$ cat config.mk
export PLATFORM = sky130hd
export DESIGN_NAME = xint_pinchg_ctrl
export DESIGN_NICKNAME = d
export VERILOG_FILES = /design/src/rtl/xint_pkg.sv /design/src/rtl/xint_sync.sv /design/src/rtl/xint_chg_det.sv /design/src/rtl/xint_ext_sense.sv /design/src/rtl/xint_pinchg_ctrl.sv
export SDC_FILE = /design/constraint.sdc
export NUM_CORES = 1
export LEC_CHECK = 0
export BUFFER_PORTS_ARGS = -buffer_cell sky130_fd_sc_hd__buf_2
export CORE_MARGIN = 2
export CORE_UTILIZATION = 45
export DETAILED_ROUTE_END_ITERATION = 8
export PLACE_DENSITY = 0.78
export SLEW_MARGIN = 10
export SYNTH_ARGS = -nofsm -noshare
export SYNTH_HDL_FRONTEND = slang
export SYNTH_SLANG_ARGS = --single-unit
export TNS_END_PERCENT = 50
$ cat constraint.sdc
create_clock -name clk -period 1.91 [get_ports clk]
set_input_delay 0.191 -clock clk [delete_from_list [all_inputs] [get_ports clk]]
set_output_delay 0.191 -clock clk [all_outputs]
set_load 0.03 [all_outputs]
$ cat src/rtl/xint_pkg.sv
`timescale 1ns/1ps
package xint_pkg;
   typedef enum logic [1:0] {
      SNS_LOW  = 2'b00,
      SNS_ANY  = 2'b01,
      SNS_FALL = 2'b10,
      SNS_RISE = 2'b11
   } sense_e;

   localparam int unsigned REG_AW = 2;
   localparam logic [REG_AW-1:0] A_MASK_LO = 2'd0;
   localparam logic [REG_AW-1:0] A_MASK_HI = 2'd1;
   localparam logic [REG_AW-1:0] A_CTRL    = 2'd2;
   localparam logic [REG_AW-1:0] A_FLAG    = 2'd3;

   localparam int unsigned NGRP = 2;
   localparam int unsigned NSRC = NGRP + 1;
endpackage

$ cat src/rtl/xint_sync.sv
`timescale 1ns/1ps
module xint_sync #(
   parameter int unsigned W      = 1,
   parameter int unsigned STAGES = 2
) (
   input  logic         clk,
   input  logic         rst_n,
   input  logic [W-1:0] d,
   output logic [W-1:0] q,
   output logic [W-1:0] q_prev
);
   if (STAGES < 2) begin : g_bad_stages
      $error("xint_sync: STAGES must be at least 2");
   end

   logic [W-1:0] pipe [STAGES+1];

   for (genvar i = 0; i <= STAGES; i++) begin : g_stage
      if (i == 0) begin : g_first
         always_ff @(posedge clk or negedge rst_n) begin
            if (!rst_n) pipe[i] <= '0;
            else        pipe[i] <= d;
         end
      end else begin : g_next
         always_ff @(posedge clk or negedge rst_n) begin
            if (!rst_n) pipe[i] <= '0;
            else        pipe[i] <= pipe[i-1];
         end
      end
   end

   assign q      = pipe[STAGES-1];
   assign q_prev = pipe[STAGES];
endmodule

$ cat src/rtl/xint_chg_det.sv
`timescale 1ns/1ps
module xint_chg_det #(
   parameter int unsigned W = 8
) (
   input  logic [W-1:0] cur,
   input  logic [W-1:0] prev,
   input  logic [W-1:0] mask,
   output logic         evt
);
   assign evt = |((cur ^ prev) & mask);
endmodule

$ cat src/rtl/xint_ext_sense.sv
`timescale 1ns/1ps
module xint_ext_sense
   import xint_pkg::*;
(
   input  logic   s,
   input  logic   s_prev,
   input  sense_e mode,
   output logic   evt,
   output logic   lvl_act
);
   always_comb begin
      unique case (mode)
         SNS_ANY:  evt = s ^ s_prev;
         SNS_FALL: evt = s_prev & ~s;
         SNS_RISE: evt = ~s_prev & s;
         default:  evt = 1'b0;
      endcase
   end

   assign lvl_act = (mode == SNS_LOW) & ~s;
endmodule

$ cat src/rtl/xint_pinchg_ctrl.sv
`timescale 1ns/1ps
module xint_pinchg_ctrl
   import xint_pkg::*;
#(
   parameter int unsigned GRP_W       = 8,
   parameter int unsigned DATA_W      = 8,
   parameter int unsigned SYNC_STAGES = 2
) (
   input  logic                 clk,
   input  logic                 rst_n,
   input  logic [2*GRP_W-1:0]   pc_pins_i,
   input  logic                 ext_pin_i,
   input  logic                 glb_ie_i,
   input  logic                 bus_we_i,
   input  logic [REG_AW-1:0]    bus_waddr_i,
   input  logic [DATA_W-1:0]    bus_wdata_i,
   input  logic [REG_AW-1:0]    bus_raddr_i,
   output logic [DATA_W-1:0]    bus_rdata_o,
   input  logic                 ack_i,
   input  logic [1:0]           ack_src_i,
   output logic [NSRC-1:0]      irq_o
);
   localparam int unsigned PIN_W = NGRP * GRP_W;
   localparam logic [GRP_W-1:0] LO_WMASK = {1'b0, {(GRP_W-1){1'b1}}};

   if (GRP_W < 2) begin : g_bad_grp
      $error("xint_pinchg_ctrl: GRP_W must be at least 2");
   end
   if (DATA_W < GRP_W || DATA_W < 5) begin : g_bad_data
      $error("xint_pinchg_ctrl: DATA_W too narrow for the register layout");
   end

   logic [GRP_W-1:0] mask_q [NGRP];
   logic [NSRC-1:0]  en_q;
   sense_e           sense_q;
   logic [NSRC-1:0]  flag_q, flag_d;

   logic [PIN_W:0]   s_all, s_prev_all;
   logic [NSRC-1:0]  src_evt, w1c, ack_clr, src_pend;
   logic             ext_lvl, lvl_mode;

   xint_sync #(.W(PIN_W + 1), .STAGES(SYNC_STAGES)) u_sync (
      .clk    (clk),
      .rst_n  (rst_n),
      .d      ({ext_pin_i, pc_pins_i}),
      .q      (s_all),
      .q_prev (s_prev_all)
   );

   for (genvar g = 0; g < NGRP; g++) begin : g_grp
      localparam logic [GRP_W-1:0]  WM    = (g == 0) ? LO_WMASK : {GRP_W{1'b1}};
      localparam logic [REG_AW-1:0] MADDR = (g == 0) ? A_MASK_LO : A_MASK_HI;

      always_ff @(posedge clk or negedge rst_n) begin
         if (!rst_n)                               mask_q[g] <= '0;
         else if (bus_we_i && bus_waddr_i == MADDR) mask_q[g] <= bus_wdata_i[GRP_W-1:0] & WM;
      end

      xint_chg_det #(.W(GRP_W)) u_det (
         .cur  (s_all[g*GRP_W +: GRP_W]),
         .prev (s_prev_all[g*GRP_W +: GRP_W]),
         .mask (mask_q[g]),
         .evt  (src_evt[g+1])
      );
   end

   xint_ext_sense u_ext (
      .s       (s_all[PIN_W]),
      .s_prev  (s_prev_all[PIN_W]),
      .mode    (sense_q),
      .evt     (src_evt[0]),
      .lvl_act (ext_lvl)
   );

   always_ff @(posedge clk or negedge rst_n) begin
      if (!rst_n) begin
         en_q    <= '0;
         sense_q <= SNS_LOW;
      end else if (bus_we_i && bus_waddr_i == A_CTRL) begin
         en_q    <= bus_wdata_i[NSRC-1:0];
         sense_q <= sense_e'(bus_wdata_i[4:3]);
      end
   end

   assign lvl_mode = (sense_q == SNS_LOW);
   assign w1c      = (bus_we_i && bus_waddr_i == A_FLAG) ? bus_wdata_i[NSRC-1:0] : '0;
   assign ack_clr  = (ack_i && ack_src_i < 2'(NSRC)) ? (NSRC'(1) << ack_src_i) : '0;

   always_comb begin
      flag_d = (flag_q & ~(w1c | ack_clr)) | src_evt;
      if (lvl_mode) flag_d[0] = 1'b0;
   end

   always_ff @(posedge clk or negedge rst_n) begin
      if (!rst_n) flag_q <= '0;
      else        flag_q <= flag_d;
   end

   assign src_pend = {flag_q[NSRC-1:1], lvl_mode ? ext_lvl : flag_q[0]};
   assign irq_o    = src_pend & en_q & {NSRC{glb_ie_i}};

   always_comb begin
      unique case (bus_raddr_i)
         A_MASK_LO: bus_rdata_o = DATA_W'(mask_q[0]);
         A_MASK_HI: bus_rdata_o = DATA_W'(mask_q[1]);
         A_CTRL:    bus_rdata_o = DATA_W'({sense_q, en_q});
         default:   bus_rdata_o = DATA_W'(flag_q & ~{{(NSRC-1){1'b0}}, lvl_mode});
      endcase
   end

   a_r6_level_flag_zero: assert property (@(posedge clk) disable iff (!rst_n)
      lvl_mode |=> !flag_q[0]);

   a_r9_event_beats_clear: assert property (@(posedge clk) disable iff (!rst_n)
      (|src_evt) |=> ((flag_q & $past(src_evt)) == $past(src_evt)));

   a_r4_ack_group0_clears: assert property (@(posedge clk) disable iff (!rst_n)
      (ack_i && ack_src_i == 2'd1 && !src_evt[1]) |=> !flag_q[1]);

   a_r5_w1c_group1_clears: assert property (@(posedge clk) disable iff (!rst_n)
      (bus_we_i && bus_waddr_i == A_FLAG && bus_wdata_i[2] && !src_evt[2]) |=> !flag_q[2]);

   a_r8_lo_top_bit_zero: assert property (@(posedge clk) disable iff (!rst_n)
      !mask_q[0][GRP_W-1]);
endmodule

==> impl_metrics.ini <==
[finish]
inserted_diodes = 0
share_of_final_layout_standard_cells_stronger_than_drive_strength_1_pct = 38.0
layout-area-overhead-vs-synth_pct = 28.2
share_of_the_core_filled_with_cells_in_the_final_layout_pct = 59.4
sequential_cell_area_um2 = 1780
number_of_standard_cells_in_the_final_layout_excluding_fillers = 309
multiInputGateArea_um2 = 756
layout.cells.most_common_list = sky130_fd_sc_hd__dfrtp_1 (70), sky130_fd_sc_hd__buf_2 (45), sky130_fd_sc_hd__mux2_2 (21), sky130_fd_sc_hd__dlygate4sd3_1 (17), sky130_fd_sc_hd__xor2_1 (15)
layout.nets = 270
final_area_um2 = 3270
n_fill_cell = 438
commonest_non_fill_non_tap_cell_in_the_layout = sky130_fd_sc_hd__dfrtp_1

[sta]
tcrit_tclk_final_pct = 97.4
rsz0062_at_grt = false
fin_hold_ws_ps = 98.7
final_period_minus_worst_setup_slack_ps = 1860
hold_viol = 0
total_count_of_max_transition_violations_in_the_final_report = 0
totalNegativeSetupSlack_ps = 0
achievable-frequency_ghz = 0.538
setup_ws_ps = 50.3
worst_slew_margin_rel_pct = 68.2
tightestPinTransition_ps = 477
setup_viol_count_final = 0
worst_clock_skew_ps = 5.12

[placement]
placement.io_buffers = 45
detailedPlace.worstSlack_ps = 365
post-dp-hpwl_um = 3240
placement.cell_area_um2 = 2880
placed_cells_incl_taps = 276
gp_congestion = 0.824

[clock_tree]
htree_num_levels = 3
path_clk_slew_ps = 70
max-clock-path-buffers = 2
clock_tree.root_cell = sky130_fd_sc_hd__clkbuf_8
clock_latency_ps = 330
cts_inserted_buffers = 9
tritoncts = done
cts_setup_buffers = 0
clkSinkCount = 71

[floorplan]
initial_utilization_pct = 46.3
floorplan.die_area_um2 = 6290
placementRows = 27
core_area_um2 = 5510
chipWidth_um = 79.3
top_level_ports = 47
die-height_um = 79.3

[worst_hold_path]
hold_class = in2reg

[power_and_ir_drop]
power_frac_clock_pct = 36.0
comb_power_share_pct = 13.7
power.switching_uw = 865
p_total_mw = 3.48
worst_ir_drop_vdd_mv = 0.735
leakage_nw = 1.52
p_int_mw = 2.61
share_seq_of_total_power_pct = 50.3
swShare_pct = 24.9
power.density_nw_per_um2 = 1060

[global_routing]
grt_util_all_layers_pct = 16.1
antenna_violations_before_repair = 0
busiest_layer = met2
global_route.overflow_total = 0
met1_track_demand_over_resource_in_global_routing_pct = 20.5
grt_max_degree = 38
grtUsageMet2_pct = 25.3
grt_use_met3_pct = 3.64
grt_pass1_vias = 1574
global_route_wire_length_before_repair_um = 7350

[synthesis]
avgSynthCellArea_um2 = 16.0
synth_top_area_share_pct = 69.6
synth.ff_latch_count = 71
synth_top_cells_by_area = sky130_fd_sc_hd__dfrtp_1 (70%), sky130_fd_sc_hd__mux2_2 (9.3%), sky130_fd_sc_hd__xor2_1 (5.1%)
syn-num-nets = 197
yosys_warnings = 0
synth_largest_area_cell = sky130_fd_sc_hd__dfrtp_1
postSynthCellCount = 159
post_synth_instance_area_um2 = 2550
synth.lib_cells_used.distinct = 28
synth_seq_area_share_pct = 69.6

[critical_path]
crit_path_max_incr_delay_ps = 490
crit_path_top_delay_cell = sky130_fd_sc_hd__mux4_2
cp_cell_sequence = nor2_2, nor2b_1, mux4_2, buf_2
worst_ep_arrival_time_ps = 1670
criticalPathCategory = reg2out
worst_ep_required_time_ps = 1720
worstPathMaxFanout = 6
end_kind = output pin
crit_path_start_kind = register

[outcome]
run_status = finished clean

[drt]
drt_pass1_iterations = 5
ant_nets = 0
drtIter0Drc = 55
wl_per_cell_um = 14.8
route.detailed.drc = 0
average_vias_per_placed_instance = 4.99
routed-via-count = 1541
wl_um = 4590

[flow_run]
max_cap_violations = 0
-- critical path: cells and delay by family (launching register included) --
kind                   cells  cell delay, ps
buffers and inverters      1             200
flip-flops                 1             440
multiplexers               1             490
AND/OR/NAND/NOR            2             210
-- registers in the layout (all words and copies together) (netlist names) --
register / cells
u_sync.q: 16
u_sync.pipe: 16
mask_q: 15
sense_q: 2
u_sync.q_prev: 16
en_q: 3
flag_q: 3
-- power groups by stage --
stage | clock network (mW) | logic, mW | registers (mW)
floorplan | 0 | 0.296 | 1.74
global placement | 0 | 0.440 | 1.77
detailed placement | 0 | 0.450 | 1.78
CTS | 1.29 | 0.480 | 1.75
global route | 1.35 | 0.517 | 1.76
finish | 1.25 | 0.475 | 1.75
-- layout make-up --
type	count	share of cell area, %
sequential	71	54.4
clock buffer	10	3.90
timing repair buffer	64	12.9
clock inverter	6	2.60
multi-input combinational	83	23.1
tap	72	2.75
inverter	3	0.344
-- final timing paths --
kind                                           start                      to  slack (ps)  cells after the start
max reg2reg                    u_sync.q[5]$_DFF_PN0_     flag_q[1]$_DFF_PN0_         670                      3
max                           sense_q[1]$_DFFE_PN0P_          bus_rdata_o[0]          50                      4
min in group asynchronous                      rst_n   u_sync.q[9]$_DFF_PN0_         310                      2
min                                   bus_wdata_i[7]   mask_q[7]$_DFFE_PN0P_         100                      2
max in group asynchronous                      rst_n  sense_q[1]$_DFFE_PN0P_         990                      3
min reg2reg                u_sync.pipe[43]$_DFF_PN0_   u_sync.q[9]$_DFF_PN0_         350                      0
-- synthesized netlist by cell type, drive strengths merged --
cell type	number
o311ai	1
ha	2
a22oi	4
o211a	1
mux4	3
nand4	5
o211ai	1
a221oi	1
nor2b	2
o21ai	2
mux2	21
a222oi	1
nor2	4
and3	2
nor3	1
nand3b	3
xor2	15
a22o	1
dfrtp	71
buf	2
a21oi	2
nand3	1
inv	3
nand2	4
nor3b	2
mux2i	4
-- routing by layer --
layer  share of wire (%)  routed length [µm]
met5                   0                   0
met4                 1.2                  53
met3                 5.3                 243
met2                  50                2300
met1                  43                1990
-- cells by family (layout without fill, tap and decap cells) --
| family | after synthesis | in the layout | synth area share [%] |
|---|---|---|---|
| flip-flops | 71 | 71 | 69.6 |
| AO/OA/AOI/OAI | 14 | 14 | 4.07 |
| adder cells (fa/ha/maj) | 2 | 2 | 0.981 |
| buffers and inverters | 5 | 83 | 0.834 |
| XOR/XNOR | 15 | 15 | 5.15 |
| multiplexers | 28 | 28 | 13.5 |
| AND/OR/NAND/NOR | 24 | 24 | 5.84 |
-- repair_timing --
item                                   in CTS  in global routing
gates resized for setup                     1                  1
setup endpoints to repair                   1                  1
hold buffers                               17                  0
endpoints found under the hold margin      30                  0
(Power assumes the default switching activity.)
